==> src/rtl/ldesc_pkg.sv <==
package ldesc_pkg;
  typedef enum logic [1:0] {
    K_INVALID = 2'd0,
    K_BLOCK   = 2'd1,
    K_TABLE   = 2'd2,
    K_PAGE    = 2'd3
  } ent_kind_t;

  typedef enum logic [1:0] {
    G_4K   = 2'd0,
    G_16K  = 2'd1,
    G_64K  = 2'd2,
    G_RSVD = 2'd3
  } gran_t;

  localparam int EXP_4K      = 12;
  localparam int EXP_STEP    = 2;
  localparam int BLK_4K_L1   = 30;
  localparam int BLK_4K_L2   = 21;
  localparam int BLK_16K     = 25;
  localparam int BLK_64K     = 29;
endpackage

==> src/rtl/ldesc_classify.sv <==
module ldesc_classify
  import ldesc_pkg::*;
(
  input  logic [1:0] tag,
  input  logic [1:0] level,
  input  gran_t      gran,
  output ent_kind_t  kind
);
  logic blk_ok;

  always_comb begin
    if (gran == G_4K) blk_ok = (level == 2'd1) || (level == 2'd2);
    else              blk_ok = (level == 2'd2);
  end

  always_comb begin
    kind = K_INVALID;
    if (tag[0]) begin
      if (tag[1]) kind = (level == 2'd3) ? K_PAGE : K_TABLE;
      else        kind = blk_ok ? K_BLOCK : K_INVALID;
    end
  end
endmodule

==> src/rtl/ldesc_offset.sv <==
module ldesc_offset
  import ldesc_pkg::*;
#(
  parameter int OFS_W = 6
) (
  input  ent_kind_t          kind,
  input  logic [1:0]         level,
  input  gran_t              gran,
  output logic [OFS_W-1:0]   ofs,
  output logic [OFS_W-1:0]   cut,
  output logic               use_va
);
  logic [OFS_W-1:0] gexp;
  logic [OFS_W-1:0] bsize;

  always_comb begin
    gexp = OFS_W'(EXP_4K + EXP_STEP * int'(gran));
    case (gran)
      G_16K:   bsize = OFS_W'(BLK_16K);
      G_64K:   bsize = OFS_W'(BLK_64K);
      default: bsize = (level == 2'd1) ? OFS_W'(BLK_4K_L1) : OFS_W'(BLK_4K_L2);
    endcase
  end

  always_comb begin
    ofs    = '0;
    cut    = '0;
    use_va = 1'b0;
    case (kind)
      K_BLOCK: begin ofs = bsize; cut = bsize; use_va = 1'b1; end
      K_PAGE:  begin ofs = gexp;  cut = gexp;  use_va = 1'b1; end
      K_TABLE: begin cut = gexp; end
      default: ;
    endcase
  end
endmodule

==> src/rtl/ldesc_merge.sv <==
module ldesc_merge #(
  parameter int PA_W  = 48,
  parameter int OFS_W = 6
) (
  input  logic               en,
  input  logic [PA_W-1:0]    oa,
  input  logic [PA_W-1:0]    va,
  input  logic [OFS_W-1:0]   cut,
  input  logic               use_va,
  output logic [PA_W-1:0]    addr
);
  logic [PA_W-1:0] lowmask;

  for (genvar i = 0; i < PA_W; i++) begin : g_mask
    assign lowmask[i] = (OFS_W'(i) < cut);
  end

  always_comb begin
    if (!en)         addr = '0;
    else if (use_va) addr = (oa & ~lowmask) | (va & lowmask);
    else             addr = oa & ~lowmask;
  end
endmodule

==> src/rtl/ldesc_decode.sv <==
module ldesc_decode
  import ldesc_pkg::*;
#(
  parameter int DESC_W = 64,
  parameter int PA_W   = 48,
  localparam int OFS_W = $clog2(PA_W)
) (
  input  logic              clk,
  input  logic              rst,
  input  logic              in_valid,
  input  logic [DESC_W-1:0] in_desc,
  input  logic [1:0]        in_level,
  input  logic [1:0]        in_gran,
  input  logic [PA_W-1:0]   in_va,
  output logic              out_valid,
  output logic [1:0]        out_kind,
  output logic [OFS_W-1:0]  out_ofs,
  output logic [PA_W-1:0]   out_addr
);
  gran_t            gran_n;
  ent_kind_t        kind_d;
  logic [OFS_W-1:0] ofs_d;
  logic [OFS_W-1:0] cut_d;
  logic             use_va_d;
  logic [PA_W-1:0]  addr_d;

  // Reserved granule code falls back to the 4 KB behaviour.
  assign gran_n = (gran_t'(in_gran) == G_RSVD) ? G_4K : gran_t'(in_gran);

  ldesc_classify u_cls (
    .tag   (in_desc[1:0]),
    .level (in_level),
    .gran  (gran_n),
    .kind  (kind_d)
  );

  ldesc_offset #(.OFS_W(OFS_W)) u_ofs (
    .kind   (kind_d),
    .level  (in_level),
    .gran   (gran_n),
    .ofs    (ofs_d),
    .cut    (cut_d),
    .use_va (use_va_d)
  );

  ldesc_merge #(.PA_W(PA_W), .OFS_W(OFS_W)) u_mrg (
    .en     (kind_d != K_INVALID),
    .oa     (in_desc[PA_W-1:0]),
    .va     (in_va),
    .cut    (cut_d),
    .use_va (use_va_d),
    .addr   (addr_d)
  );

  always_ff @(posedge clk) begin
    if (rst) begin
      out_valid <= 1'b0;
      out_kind  <= K_INVALID;
      out_ofs   <= '0;
      out_addr  <= '0;
    end else begin
      out_valid <= in_valid;
      if (in_valid) begin
        out_kind <= kind_d;
        out_ofs  <= ofs_d;
        out_addr <= addr_d;
      end
    end
  end

  AST_VALID_FOLLOWS: assert property (@(posedge clk) disable iff (rst)
    in_valid |=> out_valid);
  AST_IDLE_NO_VALID: assert property (@(posedge clk) disable iff (rst)
    !in_valid |=> !out_valid);
  AST_IDLE_HOLD: assert property (@(posedge clk) disable iff (rst)
    !in_valid |=> ($stable(out_kind) && $stable(out_ofs) && $stable(out_addr)));
  AST_INVALID_ZERO: assert property (@(posedge clk) disable iff (rst)
    (out_kind == 2'd0) |-> (out_ofs == '0 && out_addr == '0));
  AST_PAGE_AT_L3: assert property (@(posedge clk) disable iff (rst)
    (in_valid && in_desc[1:0] == 2'b11 && in_level == 2'd3) |=> (out_kind == 2'd3));
  AST_TABLE_NO_OFS: assert property (@(posedge clk) disable iff (rst)
    (out_kind == 2'd2) |-> (out_ofs == '0));
  AST_BLOCK_SIZES: assert property (@(posedge clk) disable iff (rst)
    (out_kind == 2'd1) |-> (out_ofs == 6'd21 || out_ofs == 6'd25 ||
                            out_ofs == 6'd29 || out_ofs == 6'd30));
endmodule

==> config.mk <==
export PLATFORM = sky130hd
export DESIGN_NAME = ldesc_decode
export DESIGN_NICKNAME = d
export VERILOG_FILES = /design/src/rtl/ldesc_pkg.sv /design/src/rtl/ldesc_classify.sv /design/src/rtl/ldesc_offset.sv /design/src/rtl/ldesc_merge.sv /design/src/rtl/ldesc_decode.sv
export SDC_FILE = /design/constraint.sdc
export NUM_CORES = 1
export LEC_CHECK = 0
export BUFFER_PORTS_ARGS = -buffer_cell sky130_fd_sc_hd__buf_2
export CAP_MARGIN = 20
export CELL_PAD_IN_SITES_DETAIL_PLACEMENT = 1
export CELL_PAD_IN_SITES_GLOBAL_PLACEMENT = 2
export CORE_MARGIN = 2
export CORE_UTILIZATION = 19
export CTS_BUF_LIST = sky130_fd_sc_hd__clkbuf_4
export DETAILED_ROUTE_END_ITERATION = 8
export MAX_ROUTING_LAYER = met4
export PLACE_DENSITY_LB_ADDON = 0.1
export SLEW_MARGIN = 10
export SYNTH_ARGS = -nofsm -noshare
export SYNTH_HDL_FRONTEND = slang
export SYNTH_SLANG_ARGS = --single-unit
export TNS_END_PERCENT = 100
==> constraint.sdc <==
create_clock -name clk -period 2.09 [get_ports clk]
set_clock_uncertainty 0.05 [all_clocks]
set_input_delay 0.3135 -clock clk [delete_from_list [all_inputs] [get_ports clk]]
set_output_delay 0.3135 -clock clk [all_outputs]
set_load 0.02 [all_outputs]
# Yosys cells after proc, flatten, opt, wreduce, memory -nomap -nowiden
# Cells that the tools add are included.
[classes] add_sub_neg=1 multipliers=0 div=0 n_lt_le_gt_ge=48 eq_ne=9 shift=0 mux=13 bitwise_logic=4 n_reduce_logical=5
[ops] operator="48-bit AND" count=2
[ops] operator="5-bit by 6-bit < comparator with 1-bit output (first input constant)" count=16
[ops] operator="6-bit < comparator (first input constant)" count=16
[ops] operator="48-bit 2-to-1 mux" count=2
[ops] operator="4-bit by 6-bit < comparator with 1-bit output (first input constant)" count=8
[ops] operator="48-bit inverter" count=1
[ops] operator="48-bit bitwise OR" count=1
[ops] operator="6-bit case mux with 2 select lines" count=3
[ops] operator="3-bit by 6-bit < comparator with 1-bit output (first input constant)" count=4
[ops] operator="2-bit == test (second input constant)" count=6
[ops] operator="1-bit by 6-bit < comparator with 1-bit output (first input constant)" count=2
[ops] operator="2-bit by 6-bit < comparator with 1-bit output (first input constant)" count=2
[ops] operator="2-bit by 1-bit == test with 1-bit output (second input constant)" count=3
[ops] operator="2-bit 2-to-1 mux" count=3
[ops] operator="4-bit by 3-bit adder with 5-bit output (first input constant)" count=1
[ops] operator="1-bit 2-to-1 mux" count=4
[ops] operator="4-bit 2-to-1 mux" count=1
[ops] operator="2-bit OR reduction" count=2
[ops] operator="2-bit zero test" count=1
[ops] operator="2-bit nonzero test" count=1
[ops] operator="1-bit logical OR" count=1
[totals] regBits=57 latchBits=0 ramBits=0 mem_bits_ro=0 input_bits=119 out_inout_bits=57 word_cells=84 mem_count=0

# Longest topological paths before layout
[depth] ltp_word=16 depth_mapped=9 ltp_nobuf=7

# Modules after synthesis
# A second synthesis with hierarchy kept.
[hier_totals] cells_unflattened=458 area_unflattened_um2=3672.3
[by_module_without_submodules] module="ldesc_decode" n_inst=1 cells_each=186 area_per_inst_um2=2068.2 seq_area_each_um2=1141.1
[by_module_without_submodules] module="ldesc_merge" n_inst=1 cells_each=238 area_per_inst_um2=1377.6 seq_area_each_um2=0.0
[by_module_without_submodules] module="ldesc_offset" n_inst=1 cells_each=26 area_per_inst_um2=162.7 seq_area_each_um2=0.0
[by_module_without_submodules] module="ldesc_classify" n_inst=1 cells_each=8 area_per_inst_um2=63.8 seq_area_each_um2=0.0

# Worst setup path before layout
# Ideal clock, no wire load.
[synth_path] kind="in2reg" start="input port in_gran[0]" end="register out_addr[27]" setup_ps=120 t_arrival_ps=1916 setup_slack_ps=4 cell_stages=8 n_path_buf=1 cell_sequence="inv_1 -> ha_1 -> and2_4 -> buf_6 -> or4_4 -> a21oi_4 -> mux2i_1 -> o21ai_2"
[synth_via] elab_chain_len=16 elab_cells_between_ends=26 classes_between="1 x add/sub; 1 x order compare; 6 x eq/ne; 10 x mux; 4 x bitwise; 4 x reduce/logical"
[synth_lines] item="from (decl)" line_no="ldesc_decode.sv:13" rtl="input logic [1:0] in_gran,"
[synth_lines] item="2-bit == test" line_no="ldesc_decode.sv:28" rtl="assign gran_n = (gran_t'(in_gran) == G_RSVD) ? G_4K : gran_t'(in_gran);"
[synth_lines] item="2-bit 2-to-1 mux (*)" line_no="ldesc_decode.sv:28"
[synth_lines] item="2-bit zero test" line_no="ldesc_classify.sv:12" rtl="if (gran == G_4K) blk_ok = (level == 2'd1) || (level == 2'd2);"
[synth_lines] item="1-bit 2-to-1 mux" line_no="ldesc_classify.sv:12"
[synth_lines] item="1-bit 2-to-1 mux" line_no="ldesc_classify.sv:20" rtl="else kind = blk_ok ? K_BLOCK : K_INVALID;"
[synth_lines] item="2-bit 2-to-1 mux" line_no="ldesc_classify.sv:19" rtl="if (tag[1]) kind = (level == 2'd3) ? K_PAGE : K_TABLE;"
[synth_lines] item="2-bit 2-to-1 mux" line_no="ldesc_classify.sv:18" rtl="if (tag[0]) begin"
[synth_lines] item="2-bit == test" line_no="ldesc_offset.sv:29" rtl="case (kind)"
[synth_lines] item="2-bit OR reduction (no line)"
[synth_lines] item="6-bit case mux with 2 select lines" line_no="ldesc_offset.sv:29"
[synth_lines] item="5-bit by 6-bit < comparator with 1-bit output" line_no="ldesc_merge.sv:15" rtl="assign lowmask[i] = (OFS_W'(i) < cut);"
[synth_lines] item="48-bit inverter" line_no="ldesc_merge.sv:20, ldesc_merge.sv:21"
[synth_lines] item="48-bit AND" line_no="ldesc_merge.sv:20, ldesc_merge.sv:21"
[synth_lines] item="48-bit bitwise OR" line_no="ldesc_merge.sv:20" rtl="else if (use_va) addr = (oa & ~lowmask) | (va & lowmask);"
[synth_lines] item="48-bit 2-to-1 mux" line_no="ldesc_merge.sv:20"
[synth_lines] item="48-bit 2-to-1 mux (*)" line_no="ldesc_merge.sv:19" rtl="if (!en) addr = '0;"
[synth_lines] item="to (signal assigned)" line_no="ldesc_decode.sv:66" rtl="out_addr <= addr_d;"
[synth_lines] item="to (decl)" line_no="ldesc_decode.sv:18" rtl="output logic [PA_W-1:0] out_addr"
# Every way passes the cells marked *; elsewhere a longest branch is shown, timed or not.
# A chain may end at the register's enable or synchronous reset.

# Worst setup path in the final report
[layout_path] start="input port in_gran[0]" end="register out_addr[26]"
# Same word-level chain as after synthesis.

==> metrics.log <==
INFO  metric run_status = complete, no violations
INFO  metric clk-insertion-delay-late = around 0.42 ns
INFO  metric p_leak = between 1.5 and 2 nW
INFO  metric clkSinkCount = 56
INFO  metric worst_slew_pin_slew = ~0.7 ns
INFO  metric seq_area_frac_synth = between 40% and 50%
INFO  metric drive_above_1_share = between 30 and 40%
INFO  metric sw_frac_of_total = a little over 30%
INFO  metric postLayoutSetupSlackWorst = roughly 0.36 ns
INFO  metric die-area = around 14000 um^2
INFO  metric yosysWarnings = 0
INFO  metric avgRoutedWirePerCell = 13.69 um
INFO  metric detailroute.wirelength.met2 = approximately 3.9 mm
INFO  metric post-place-ws = -0.1236 ns
INFO  metric clock_buffers_created_by_tritoncts = 5
INFO  metric detail_route.first_pass.iterations = 4
INFO  metric ys_seq_elements = between 50 and 60
INFO  metric post_synth_main_area_contributors = dfxtp_1, a21oi_1, mux2i_1
INFO  metric yosysTopAreaCell = dfxtp_1
INFO  metric cts.clk_slew.worst_paths = approximately 0.17 ns
INFO  metric final_setup_viols = 0
INFO  metric floorplan.initialDensity = between 10% and 20%
INFO  metric ant_nets = 0
INFO  metric grt_pass1_wl = between 10 and 15 mm
INFO  metric via_count_of_the_first_global_routing_pass = 2645
INFO  metric pwr-share-clk = about a quarter
INFO  metric switchingPower = 0.6278 mW
INFO  metric cts_hold_repair.buffers = 0
INFO  metric unrepaired_setup_endpoints_after_global_routing = false
INFO  metric overall_overflow_remaining_after_global_route = 0
INFO  metric antenna_violations_before_repair = 2
INFO  metric route.layer.met1.wl = about 3.9 mm
INFO  metric postSynth.topFlopCell = dfxtp_1
INFO  metric async_sr_flop_fraction = 0%
INFO  metric post-layout-total-power = 2.049 mW
INFO  metric cts_resized = 0
INFO  metric path_class = primary input to flop
INFO  metric groute.usage.overall = 12.62%
INFO  metric synth_top_cells_by_count = dfxtp_1, a21oi_1, nor2_1
INFO  metric cts_post_setup_buffers_inserted = 0
INFO  metric gp_congestion = ~0.76
INFO  metric hpwl = between 6 and 7 mm
INFO  metric synth_largest_type_area_fraction = about 45%
INFO  metric io_pins = 176
INFO  metric worst_ep_required_time = between 2 and 2.5 ns
INFO  metric grt_start_max_net_pins = 42
INFO  metric chipWidth = ~120 um
INFO  metric fmax = between 500 and 600 MHz
INFO  metric max-slew-margin-rel = 53.27%
INFO  metric io_buffers = between 100 and 150
INFO  metric finish.net_count = 562
INFO  metric htreeDepth = 2
INFO  metric mappedNetlistArea = approximately 2500 um^2
INFO  metric post_synth_num_cell_types = 36
INFO  metric vias_per_cell = 4.145
INFO  metric worst_setup_path_end_kind = flop
INFO  metric slew_viol_final = 0
INFO  metric syn_to_final_growth = 41.53%
INFO  metric worst-path-max-fanout = 4
INFO  metric power.density_cell_area = slightly below 600 nW/um^2
INFO  metric irDropWorstVdd = 0.2474 mV
INFO  metric routed_wl = about 8.4 mm
INFO  metric seqPwrFrac = 54.8%
INFO  metric cp_cell_sequence = buf_2, inv_1, ha_1, and2_4, or4_4, a21oi_4, mux2i_1, o21ai_2
INFO  metric clock_tree_from_tritoncts = yes
INFO  metric timing.critical_path.max_delay_family = simple AND/OR/NAND/NOR gates
INFO  metric delay_of_the_slowest_cell_on_the_worst_path = around 0.5 ns
INFO  metric crit_arrival = around 2.0 ns
INFO  metric max-clock-path-buffers = 2
INFO  metric crit_path_top_delay_cell = or4_4
INFO  metric synth-edff-count = 0
INFO  metric core_area = between 10000 and 15000 um^2
INFO  metric synth_area_per_cell = roughly 8.4 um^2
INFO  metric cp-start-kind = primary input
INFO  metric timing_hold_violations_final = 0
INFO  metric via_count = between 2000 and 3000
INFO  metric synth.net_count = 422
INFO  metric maxCapViolations = 0
INFO  metric dr.max_layer_used = met4
INFO  metric rows = just over 40
INFO  metric hold_path.class = primary input to flop
INFO  metric met3RoutedLength = between 500 and 600 um
INFO  metric p_comb_share = around a fifth
INFO  metric drt_iter0_markers = 70
INFO  metric fin_crit = roughly 1.7 ns
INFO  metric drc_errors = 0
INFO  metric leading_cell_type_by_number_of_instances_after_synthesis = dfxtp_1
INFO  metric die_extent_in_y = 118.9 um
INFO  metric netlist_instances = between 200 and 300
INFO  metric cp_num_buf_inv = 2
INFO  metric min_period_over_period = slightly above 80%
INFO  metric root_buffer = clkbuf_4
INFO  metric internal_cell_power = around 1.4 mW
## layer usage
metal / GRT usage, % / vias to the layer above
met4: 4.464 / 0
li1: - / 1288
met5: - / -
met3: 3.544 / 8
met2: 20.04 / 78
met1: 15.32 / 1167
## final timing paths
path	start	end	slack, ns	cells past startpoint
worst min-delay path	in_desc[42]	out_addr[42]	0.06	3
worst min register to register	out_addr[19]	out_addr[19]	0.41	2
worst max-delay path	in_gran[0]	out_addr[26]	0.36	8
worst max register to register	out_addr[17]	out_addr[17]	1.07	3
## flip-flops by register name, indices dropped and copies added, names as in the netlist
signal	flops
out_valid	1
out_ofs	5
out_kind	2
out_addr	48
## cell type report
class,count,area (um^2)
clock inverter,3,13.76
timing repair buffer,155,863.3
sequential,56,1121
multi-input combinational,216,1281
fill,1572,9221
inverter,4,15.01
clock buffer,5,37.54
tap,172,215.2
antenna,2,5.005
## power groups by stage
| stage | clock network (mW) | logic (mW) | registers, mW |
|---|---|---|---|
| after floorplan | 0 | 0.184 | 1.19 |
| after global placement | 0 | 0.435 | 1.14 |
| after detailed placement | 0 | 0.439 | 1.15 |
| after CTS | 0.558 | 0.439 | 1.12 |
| after global routing | 0.582 | 0.476 | 1.13 |
| final | 0.500 | 0.427 | 1.12 |
## cells in the final DEF, fill, tap and decap left out, types with 3 or more instances in the layout
cell,n
a21o_1,3
a21oi_1,39
and2_1,3
and3_1,3
buf_2,130
buf_4,23
clkbuf_4,5
dfxtp_1,56
ha_1,5
inv_1,4
mux2i_1,14
nand2_1,24
nand2b_1,19
nand3_1,17
nor2_1,28
nor2b_1,22
o21ai_0,13
o21ai_1,3
o21ai_2,3
o31ai_1,3
## tightest hold or removal path, stage by stage
cell	delay, ns
buf_2	0.08
a21oi_1	0.05
nor2_1	0.07
## stage by stage
stage | instance area, um^2 | instances | TNS (ns) | util [%] | hold slack (ns)
global placement | 3496 | 603 | -1.372 | 27.37 | 0.3837
floorplan | 2510 | 298 | 0 | - | 0.4027
global route | 3552 | 613 | 0 | 27.81 | 0.03248
CTS | 3547 | 611 | 0 | 27.77 | 0.01208
detailed placement | 3496 | 603 | -2.199 | 27.37 | 0.3886
finish | 3552 | 613 | 0 | 27.81 | 0.05735
## cell families (layout without fill, tap and decap cells)
kind of cell	Yosys count	count (layout)	share of synthesized area, %
AND/OR/NAND/NOR	122	122	24.68
buffers and inverters	26	167	4.835
AO/OA/AOI/OAI	74	74	17.60
multiplexers	14	14	5.583
flip-flops	56	56	44.67
other	1	3	0.1494
adder cells (fa/ha/maj)	5	5	2.493
Power figures use the tool's default switching activity.
